--- config.mk ---
export PLATFORM = sky130hd
export DESIGN_NAME = pwm_timer8
export DESIGN_NICKNAME = d
export VERILOG_FILES = /design/src/rtl/ptm_pkg.sv /design/src/rtl/ptm_prescale.sv /design/src/rtl/ptm_count.sv /design/src/rtl/ptm_wave.sv /design/src/rtl/pwm_timer8.sv
export SDC_FILE = /design/constraint.sdc
export NUM_CORES = 1
export LEC_CHECK = 0
export ABC_AREA = 1
export CORE_ASPECT_RATIO = 0.6
export CORE_UTILIZATION = 51
export DETAILED_ROUTE_END_ITERATION = 6
export GPL_ROUTABILITY_DRIVEN = 0
export PLACE_DENSITY = 0.9
export SLEW_MARGIN = 10
export SYNTH_ARGS = -nofsm -noshare
export SYNTH_HDL_FRONTEND = slang
export SYNTH_SLANG_ARGS = --single-unit
--- constraint.sdc ---
create_clock -name clk -period 1.85 [get_ports clk]
set_clock_uncertainty 0.05 [all_clocks]
set_input_delay 0.37 -clock clk [delete_from_list [all_inputs] [get_ports clk]]
set_output_delay 0.37 -clock clk [all_outputs]
set_load 0.01 [all_outputs]
--- src/rtl/ptm_pkg.sv ---
package ptm_pkg;
    typedef enum logic [1:0] {
        WM_FREE   = 2'd0,
        WM_DUAL   = 2'd1,
        WM_CLRCMP = 2'd2,
        WM_SAW    = 2'd3
    } wmode_e;
endpackage

--- src/rtl/ptm_prescale.sv ---
module ptm_prescale #(
    parameter int PRE_W = 10
) (
    input  logic       clk,
    input  logic       rst_n,
    input  logic [2:0] sel,
    output logic       tick
);
    localparam logic [PRE_W-1:0] M_DIV8    = PRE_W'((1 << 3) - 1);
    localparam logic [PRE_W-1:0] M_DIV64   = PRE_W'((1 << 6) - 1);
    localparam logic [PRE_W-1:0] M_DIV256  = PRE_W'((1 << 8) - 1);
    localparam logic [PRE_W-1:0] M_DIV1024 = PRE_W'((1 << 10) - 1);

    typedef struct packed {
        logic [PRE_W-1:0] pre;
    } pre_st_t;

    pre_st_t s_d, s_q;
    logic [PRE_W-1:0] mask;
    logic             sel_on;

    always_comb begin
        s_d     = s_q;
        s_d.pre = s_q.pre + 1'b1;
        sel_on  = 1'b1;
        case (sel)
            3'd1:    mask = '0;
            3'd2:    mask = M_DIV8;
            3'd3:    mask = M_DIV64;
            3'd4:    mask = M_DIV256;
            3'd5:    mask = M_DIV1024;
            default: begin
                mask   = '0;
                sel_on = 1'b0;
            end
        endcase
        tick = sel_on && ((s_q.pre & mask) == mask);
    end

    always_ff @(posedge clk) begin
        if (!rst_n) s_q <= '0;
        else        s_q <= s_d;
    end
endmodule

--- src/rtl/ptm_count.sv ---
module ptm_count
    import ptm_pkg::*;
#(
    parameter int CNT_W = 8
) (
    input  logic             clk,
    input  logic             rst_n,
    input  logic             tick,
    input  wmode_e           mode,
    input  logic [CNT_W-1:0] cmp,
    output logic [CNT_W-1:0] cnt,
    output logic             down,
    output logic             match_evt,
    output logic             ovf_evt
);
    localparam logic [CNT_W-1:0] MAXV = '1;

    typedef struct packed {
        logic [CNT_W-1:0] cnt;
        logic             down;
    } cnt_st_t;

    cnt_st_t s_d, s_q;

    always_comb begin
        s_d       = s_q;
        match_evt = tick && (s_q.cnt == cmp);
        ovf_evt   = 1'b0;
        if (mode != WM_DUAL) s_d.down = 1'b0;
        if (tick) begin
            case (mode)
                WM_FREE, WM_SAW: begin
                    s_d.cnt = s_q.cnt + 1'b1;
                    ovf_evt = (s_q.cnt == MAXV);
                end
                WM_CLRCMP: begin
                    s_d.cnt = (s_q.cnt == cmp) ? '0 : s_q.cnt + 1'b1;
                    ovf_evt = (s_q.cnt == MAXV);
                end
                default: begin
                    if (!s_q.down) begin
                        if (s_q.cnt == MAXV) begin
                            s_d.cnt  = s_q.cnt - 1'b1;
                            s_d.down = 1'b1;
                        end else begin
                            s_d.cnt = s_q.cnt + 1'b1;
                        end
                    end else if (s_q.cnt == '0) begin
                        s_d.cnt  = s_q.cnt + 1'b1;
                        s_d.down = 1'b0;
                        ovf_evt  = 1'b1;
                    end else begin
                        s_d.cnt = s_q.cnt - 1'b1;
                    end
                end
            endcase
        end
    end

    always_ff @(posedge clk) begin
        if (!rst_n) s_q <= '0;
        else        s_q <= s_d;
    end

    assign cnt  = s_q.cnt;
    assign down = s_q.down;


    idle_hold_chk: assert property (@(posedge clk) disable iff (!rst_n)
        !tick |=> $stable(s_q.cnt));

    free_wrap_chk: assert property (@(posedge clk) disable iff (!rst_n)
        (tick && mode == WM_FREE && s_q.cnt == MAXV) |=> (s_q.cnt == '0));

    ctc_clear_chk: assert property (@(posedge clk) disable iff (!rst_n)
        (tick && mode == WM_CLRCMP && s_q.cnt == cmp) |=> (s_q.cnt == '0));

    dual_dwell_chk: assert property (@(posedge clk) disable iff (!rst_n)
        (tick && mode == WM_DUAL && !s_q.down && s_q.cnt == MAXV)
        |=> (s_q.down && s_q.cnt == MAXV - 1'b1));
endmodule

--- src/rtl/ptm_wave.sv ---
module ptm_wave
    import ptm_pkg::*;
(
    input  logic       clk,
    input  logic       rst_n,
    input  wmode_e     mode,
    input  logic [1:0] out_sel,
    input  logic       force_cmp,
    input  logic       down,
    input  logic       match_evt,
    input  logic       ovf_evt,
    input  logic [1:0] clr,
    input  logic       ovf_en,
    input  logic       cmp_en,
    output logic       wave,
    output logic       ovf_flag,
    output logic       cmp_flag,
    output logic       ovf_irq,
    output logic       cmp_irq
);
    typedef struct packed {
        logic wave;
        logic ovf;
        logic cmpf;
    } wave_st_t;

    wave_st_t s_d, s_q;
    logic     nonpwm;

    always_comb begin
        s_d    = s_q;
        nonpwm = (mode == WM_FREE) || (mode == WM_CLRCMP);
        if (nonpwm) begin
            if (match_evt || force_cmp) begin
                case (out_sel)
                    2'd1:    s_d.wave = ~s_q.wave;
                    2'd2:    s_d.wave = 1'b0;
                    2'd3:    s_d.wave = 1'b1;
                    default: s_d.wave = s_q.wave;
                endcase
            end
        end else if (out_sel[1]) begin
            if (mode == WM_SAW) begin
                if (ovf_evt)        s_d.wave = ~out_sel[0];
                else if (match_evt) s_d.wave = out_sel[0];
            end else if (match_evt) begin
                s_d.wave = down ? ~out_sel[0] : out_sel[0];
            end
        end
        if (clr[0])    s_d.ovf  = 1'b0;
        if (ovf_evt)   s_d.ovf  = 1'b1;
        if (clr[1])    s_d.cmpf = 1'b0;
        if (match_evt) s_d.cmpf = 1'b1;
    end

    always_ff @(posedge clk) begin
        if (!rst_n) s_q <= '0;
        else        s_q <= s_d;
    end

    assign wave     = s_q.wave;
    assign ovf_flag = s_q.ovf;
    assign cmp_flag = s_q.cmpf;
    assign ovf_irq  = s_q.ovf & ovf_en;
    assign cmp_irq  = s_q.cmpf & cmp_en;


    force_pwm_quiet_chk: assert property (@(posedge clk) disable iff (!rst_n)
        (force_cmp && !nonpwm && !match_evt && !ovf_evt) |=> $stable(s_q.wave));

    match_flag_chk: assert property (@(posedge clk) disable iff (!rst_n)
        match_evt |=> s_q.cmpf);

    w1c_cmp_chk: assert property (@(posedge clk) disable iff (!rst_n)
        (clr[1] && !match_evt) |=> !s_q.cmpf);

    pwm_idle_action_chk: assert property (@(posedge clk) disable iff (!rst_n)
        (!nonpwm && !out_sel[1]) |=> $stable(s_q.wave));
endmodule

--- src/rtl/pwm_timer8.sv ---
module pwm_timer8
    import ptm_pkg::*;
#(
    parameter int CNT_W = 8,
    parameter int PRE_W = 10
) (
    input  logic             clk,
    input  logic             rst_n,
    input  logic [2:0]       clk_sel,
    input  logic [1:0]       wave_mode,
    input  logic [1:0]       out_mode,
    input  logic [CNT_W-1:0] cmp_val,
    input  logic             force_cmp,
    input  logic             ovf_ien,
    input  logic             cmp_ien,
    input  logic [1:0]       flag_clr,
    output logic [CNT_W-1:0] count,
    output logic             wave_out,
    output logic             ovf_flag,
    output logic             cmp_flag,
    output logic             ovf_irq,
    output logic             cmp_irq
);
    wmode_e mode_e;
    logic   tick, down, match_evt, ovf_evt;

    assign mode_e = wmode_e'(wave_mode);

    ptm_prescale #(.PRE_W(PRE_W)) i_pre (
        .clk  (clk),
        .rst_n(rst_n),
        .sel  (clk_sel),
        .tick (tick)
    );

    ptm_count #(.CNT_W(CNT_W)) i_cnt (
        .clk      (clk),
        .rst_n    (rst_n),
        .tick     (tick),
        .mode     (mode_e),
        .cmp      (cmp_val),
        .cnt      (count),
        .down     (down),
        .match_evt(match_evt),
        .ovf_evt  (ovf_evt)
    );

    ptm_wave i_wave (
        .clk      (clk),
        .rst_n    (rst_n),
        .mode     (mode_e),
        .out_sel  (out_mode),
        .force_cmp(force_cmp),
        .down     (down),
        .match_evt(match_evt),
        .ovf_evt  (ovf_evt),
        .clr      (flag_clr),
        .ovf_en   (ovf_ien),
        .cmp_en   (cmp_ien),
        .wave     (wave_out),
        .ovf_flag (ovf_flag),
        .cmp_flag (cmp_flag),
        .ovf_irq  (ovf_irq),
        .cmp_irq  (cmp_irq)
    );
endmodule

==> impl_results.rst <==
.. list-table::
   :header-rows: 1

   * - Metric
     - Value
   * - CTS root buf
     - clkbuf_8
   * - Share of layout cells above drive strength 1
     - 26.3%
   * - Number of stages on the worst hold path
     - 1
   * - Final max-slew violation count
     - 0
   * - Input/output buffers
     - 34
   * - Setup violators final
     - 2
   * - DP Cell Count
     - 320
   * - Vertical extent of the die
     - 46.2 um
   * - End of the worst hold path
     - i_pre.s_q[0]$_SDFF_PN0_
   * - Worst EP required
     - just under 2 ns
   * - Beginning of the worst register-to-register path
     - i_cnt.cnt[0]$_SDFFE_PN0P_
   * - Post-layout min period
     - 1.88 ns
   * - Post-placement worst setup slack
     - -0.439 ns
   * - Cell count of the worst reg-to-reg path
     - 10
   * - Antenna violations before repair
     - 0
   * - Unique cell type count in the Yosys netlist
     - 35
   * - End of the worst register-to-register path
     - i_cnt.cnt[5]$_SDFFE_PN0P_
   * - Final std cells w/o fill
     - 327
   * - Clock latency on the worst-skew pair
     - 0.27 ns
   * - Wire length of the first global-routing pass
     - between 6000 and 7000 um
   * - Dominant register cell in the synthesized netlist
     - dfxtp_1
   * - Violation count after the first detailed-routing iteration
     - 148
   * - Register-to-register path setup slack
     - 0.12 ns
   * - Number of maximum-capacitance violations
     - 0
   * - Number of synthesized flops with an enable pin
     - 0
   * - Count of standard-cell rows
     - 15
   * - Rel. slew slack
     - between 70% and 80%
   * - Post-synthesis cell area
     - 1660 um^2
   * - Mean routed wirelength per cell
     - about 14 um
   * - Congestion Overflow GR
     - 0
   * - Count of vias placed by the detailed router
     - ~1700
   * - Number of filler instances in the final layout
     - about 200
   * - Fraction of registers with async set or reset after synthesis
     - 0%
   * - Clk sinks
     - 22
   * - Register cell area after layout
     - 453 um^2
   * - Largest net degree at the start of global routing
     - 14
   * - Count of warnings emitted by yosys
     - 0
   * - PwrDens
     - 540 nW/um^2
   * - Cell types with the largest area share after synthesis
     - dfxtp_1, nand2_1, ha_1
   * - Number of hold buffers added after cts
     - 0
   * - Count of pins on the block boundary
     - 35
   * - Worst Hold Class
     - reg2reg
   * - Inserted Clock Buffers
     - 3
   * - Largest area contributor in the synthesized netlist
     - dfxtp_1
   * - Critical Path Start Type
     - input pin
   * - Number of global-route vias before repair
     - 1495
   * - Maximum achievable frequency
     - 532 MHz
   * - Die W
     - 75.7 um
   * - Critical Path Slowest Stage Cell
     - clkdlybuf4s50_1
   * - Vias/cell
     - 5.14
   * - N_diodes
     - 0
   * - Setup crit end kind
     - flip-flop
   * - Nets@finish
     - 319
   * - Worst path depth
     - 10
   * - Critical hold path startpoint
     - i_pre.s_q[0]$_SDFF_PN0_
   * - Final antenna-violating net count
     - 0
   * - Total routing usage reported by global routing
     - 26.6%
   * - Worst supply voltage drop on vdd
     - 0.339 mV
   * - Post-detail-place hpwl
     - ~3100 um
   * - Core Footprint
     - between 2000 and 3000 um^2
   * - Fin crit share
     - 102%
   * - Mapped Cells
     - 232
   * - List of cells traversed by the critical path
     - clkdlybuf4s50_1 -> xnor2_1 -> nand4_1 -> o21ai_1 -> nand2_1 -> nor2_4 -> buf_6 -> nor2_4 -> nor2_1 -> nor2_1
   * - Share of the core filled with cells
     - between 70% and 80%
   * - Top-area cell type share of the netlist area
     - 26.5%
   * - Clock slew seen by the registers of the worst setup and hold paths
     - 0.08 ns
   * - Endpoint arrival time on the critical path
     - about 2.0 ns
   * - Die Footprint
     - 3500 um^2
   * - Maximum level of the CTS H-tree
     - 1
   * - Syn nets
     - 265
   * - Max clock buf depth
     - 2
   * - Violated checks
     - setup timing
   * - Status
     - complete, but fails checks
   * - Seq/Total Area, Yosys
     - 26.5%
   * - Number of synthesized register bits
     - 22
   * - Setup WS post-layout
     - -0.0306 ns
   * - Bufs and invs on worst path
     - 2
   * - Type of the worst setup path
     - in2reg
   * - Number of remaining DRC errors
     - 0
   * - Area occupied by multi-input gates
     - 1150 um^2
   * - Leakage power total
     - 1.09 nW
   * - Number of search-and-repair iterations in the first detailed-routing pass
     - 4
   * - Maximum single-stage delay on the critical path
     - 0.52 ns
   * - TritonCTS clock tree
     - done
   * - Layout overhead on the synthesized area
     - 41.5%
   * - Syn_area_per_cell
     - 7.17 um^2
   * - Slew of the pin with the lowest slew margin
     - 0.310 ns
   * - Initial cell density of the core
     - approximately 56%
   * - Crit path max fanout
     - 3
   * - Family with the most delay on the worst path
     - buffers and inverters
   * - Total Routed Length
     - 4520 um
   * - Number of endpoints with negative hold slack in the final report
     - 0
[cell families (layout without fill, tap and decap cells)]
| logic type | count (synthesis) | in the layout | synth area share (%) |
|---|---|---|---|
| and+or+nand+nor | 114 | 114 | 33.9 |
| buffers and inverters | 37 | 90 | 9.56 |
| AOI/OAI and AO/OA | 34 | 34 | 14.4 |
| DFF | 22 | 22 | 26.5 |
| xor gates and xnor gates | 14 | 14 | 7.37 |
| adders and majority gates | 11 | 11 | 8.28 |
[flip-flops by register name, summed over array words and instances, names as in the netlist]
register,cells
i_cnt.cnt,8
i_cnt.down,1
i_pre.s_q,10
i_wave.cmp_flag,1
i_wave.ovf_flag,1
i_wave.wave,1
[cells in the mapped netlist, types with 2 or more instances]
master    count
ha_1         11
o211ai_2      2
o21ai_0       7
nand2_2       8
inv_1        29
dfxtp_1      22
xnor2_1       4
a21oi_2       2
nand3_2       4
nor2_2        5
inv_4         2
nand4_1       3
nand3_1      13
buf_6         2
nor2_1       25
xor2_1       10
and3_1        3
a21oi_1      16
nand2_1      39
inv_2         3
o21a_1        2
nor3_1        7
[routing by layer]
| metal | up-vias | track usage (%) | share of wire [%] |
|---|---|---|---|
| met1 | 753 | 38.7 | 47 |
| met5 | - | 0 | 0 |
| li1 | 853 | - | - |
| met4 | 0 | 6.30 | 1.8 |
| met2 | 65 | 39.1 | 43 |
| met3 | 10 | 7.00 | 7.5 |
[per-stage QoR]
step	hold slack [ns]	instance area, um^2	total power [W]	TNS (ns)
2_1_floorplan	0.363	1660	0.000661	0
3_3_place_gp	0.376	2140	0.000773	-3.73
3_5_place_dp	0.392	2140	0.000780	-4.43
4_1_cts	0.407	2230	0.00124	0
5_1_grt	0.443	2350	0.00133	-0.787
6_report	0.408	2350	0.00127	-0.0604
[layout make-up]
class                      instances  share of cell area, %
tap                               42                   2.23
clock buffer                       3                   1.75
sequential                        22                   19.2
timing repair buffer              52                   20.8
multi-input combinational        173                   48.9
inverter                          34                   5.74
clock inverter                     1                   1.28
[layout by cell type, fill, tap and decap left out, types with 10 or more instances in the layout]
cell type / n
clkdlybuf4s50_1: 25
nand2_2: 10
nand2_1: 37
buf_4: 16
nor2_1: 24
a21oi_1: 16
inv_1: 26
dfxtp_1: 16
xor2_1: 10
nand3_1: 12
[worst max-delay path by stage]
stage,from,to
6_report,cmp_val[5],i_cnt.cnt[0]$_SDFFE_PN0P_
3_5_place_dp,clk_sel[1],i_cnt.cnt[0]$_SDFFE_PN0P_
3_3_place_gp,clk_sel[1],i_cnt.cnt[4]$_SDFFE_PN0P_
5_1_grt,cmp_val[5],i_cnt.cnt[3]$_SDFFE_PN0P_
4_1_cts,i_cnt.cnt[3]$_SDFFE_PN0P_,count[3]
2_1_floorplan,clk_sel[1],i_cnt.cnt[6]$_SDFFE_PN0P_
[power breakdown]
| group | leakage, nW | switching, W | internal [W] |
|---|---|---|---|
| sequential | 0.182 | 0.0000195 | 0.000485 |
| clock | 0.0357 | 0.000171 | 0.000290 |
| combinational | 0.871 | 0.000151 | 0.000154 |
| total | 1.09 | 0.000342 | 0.000928 |
[timing repair]
| item | CTS | global route |
|---|---|---|
| setup buffers | 0 | 3 |
| gates resized for setup | 8 | 31 |
| pin swaps | 1 | 9 |
| endpoints found under the setup margin | 12 | 12 |
(Power assumes the default switching activity.)
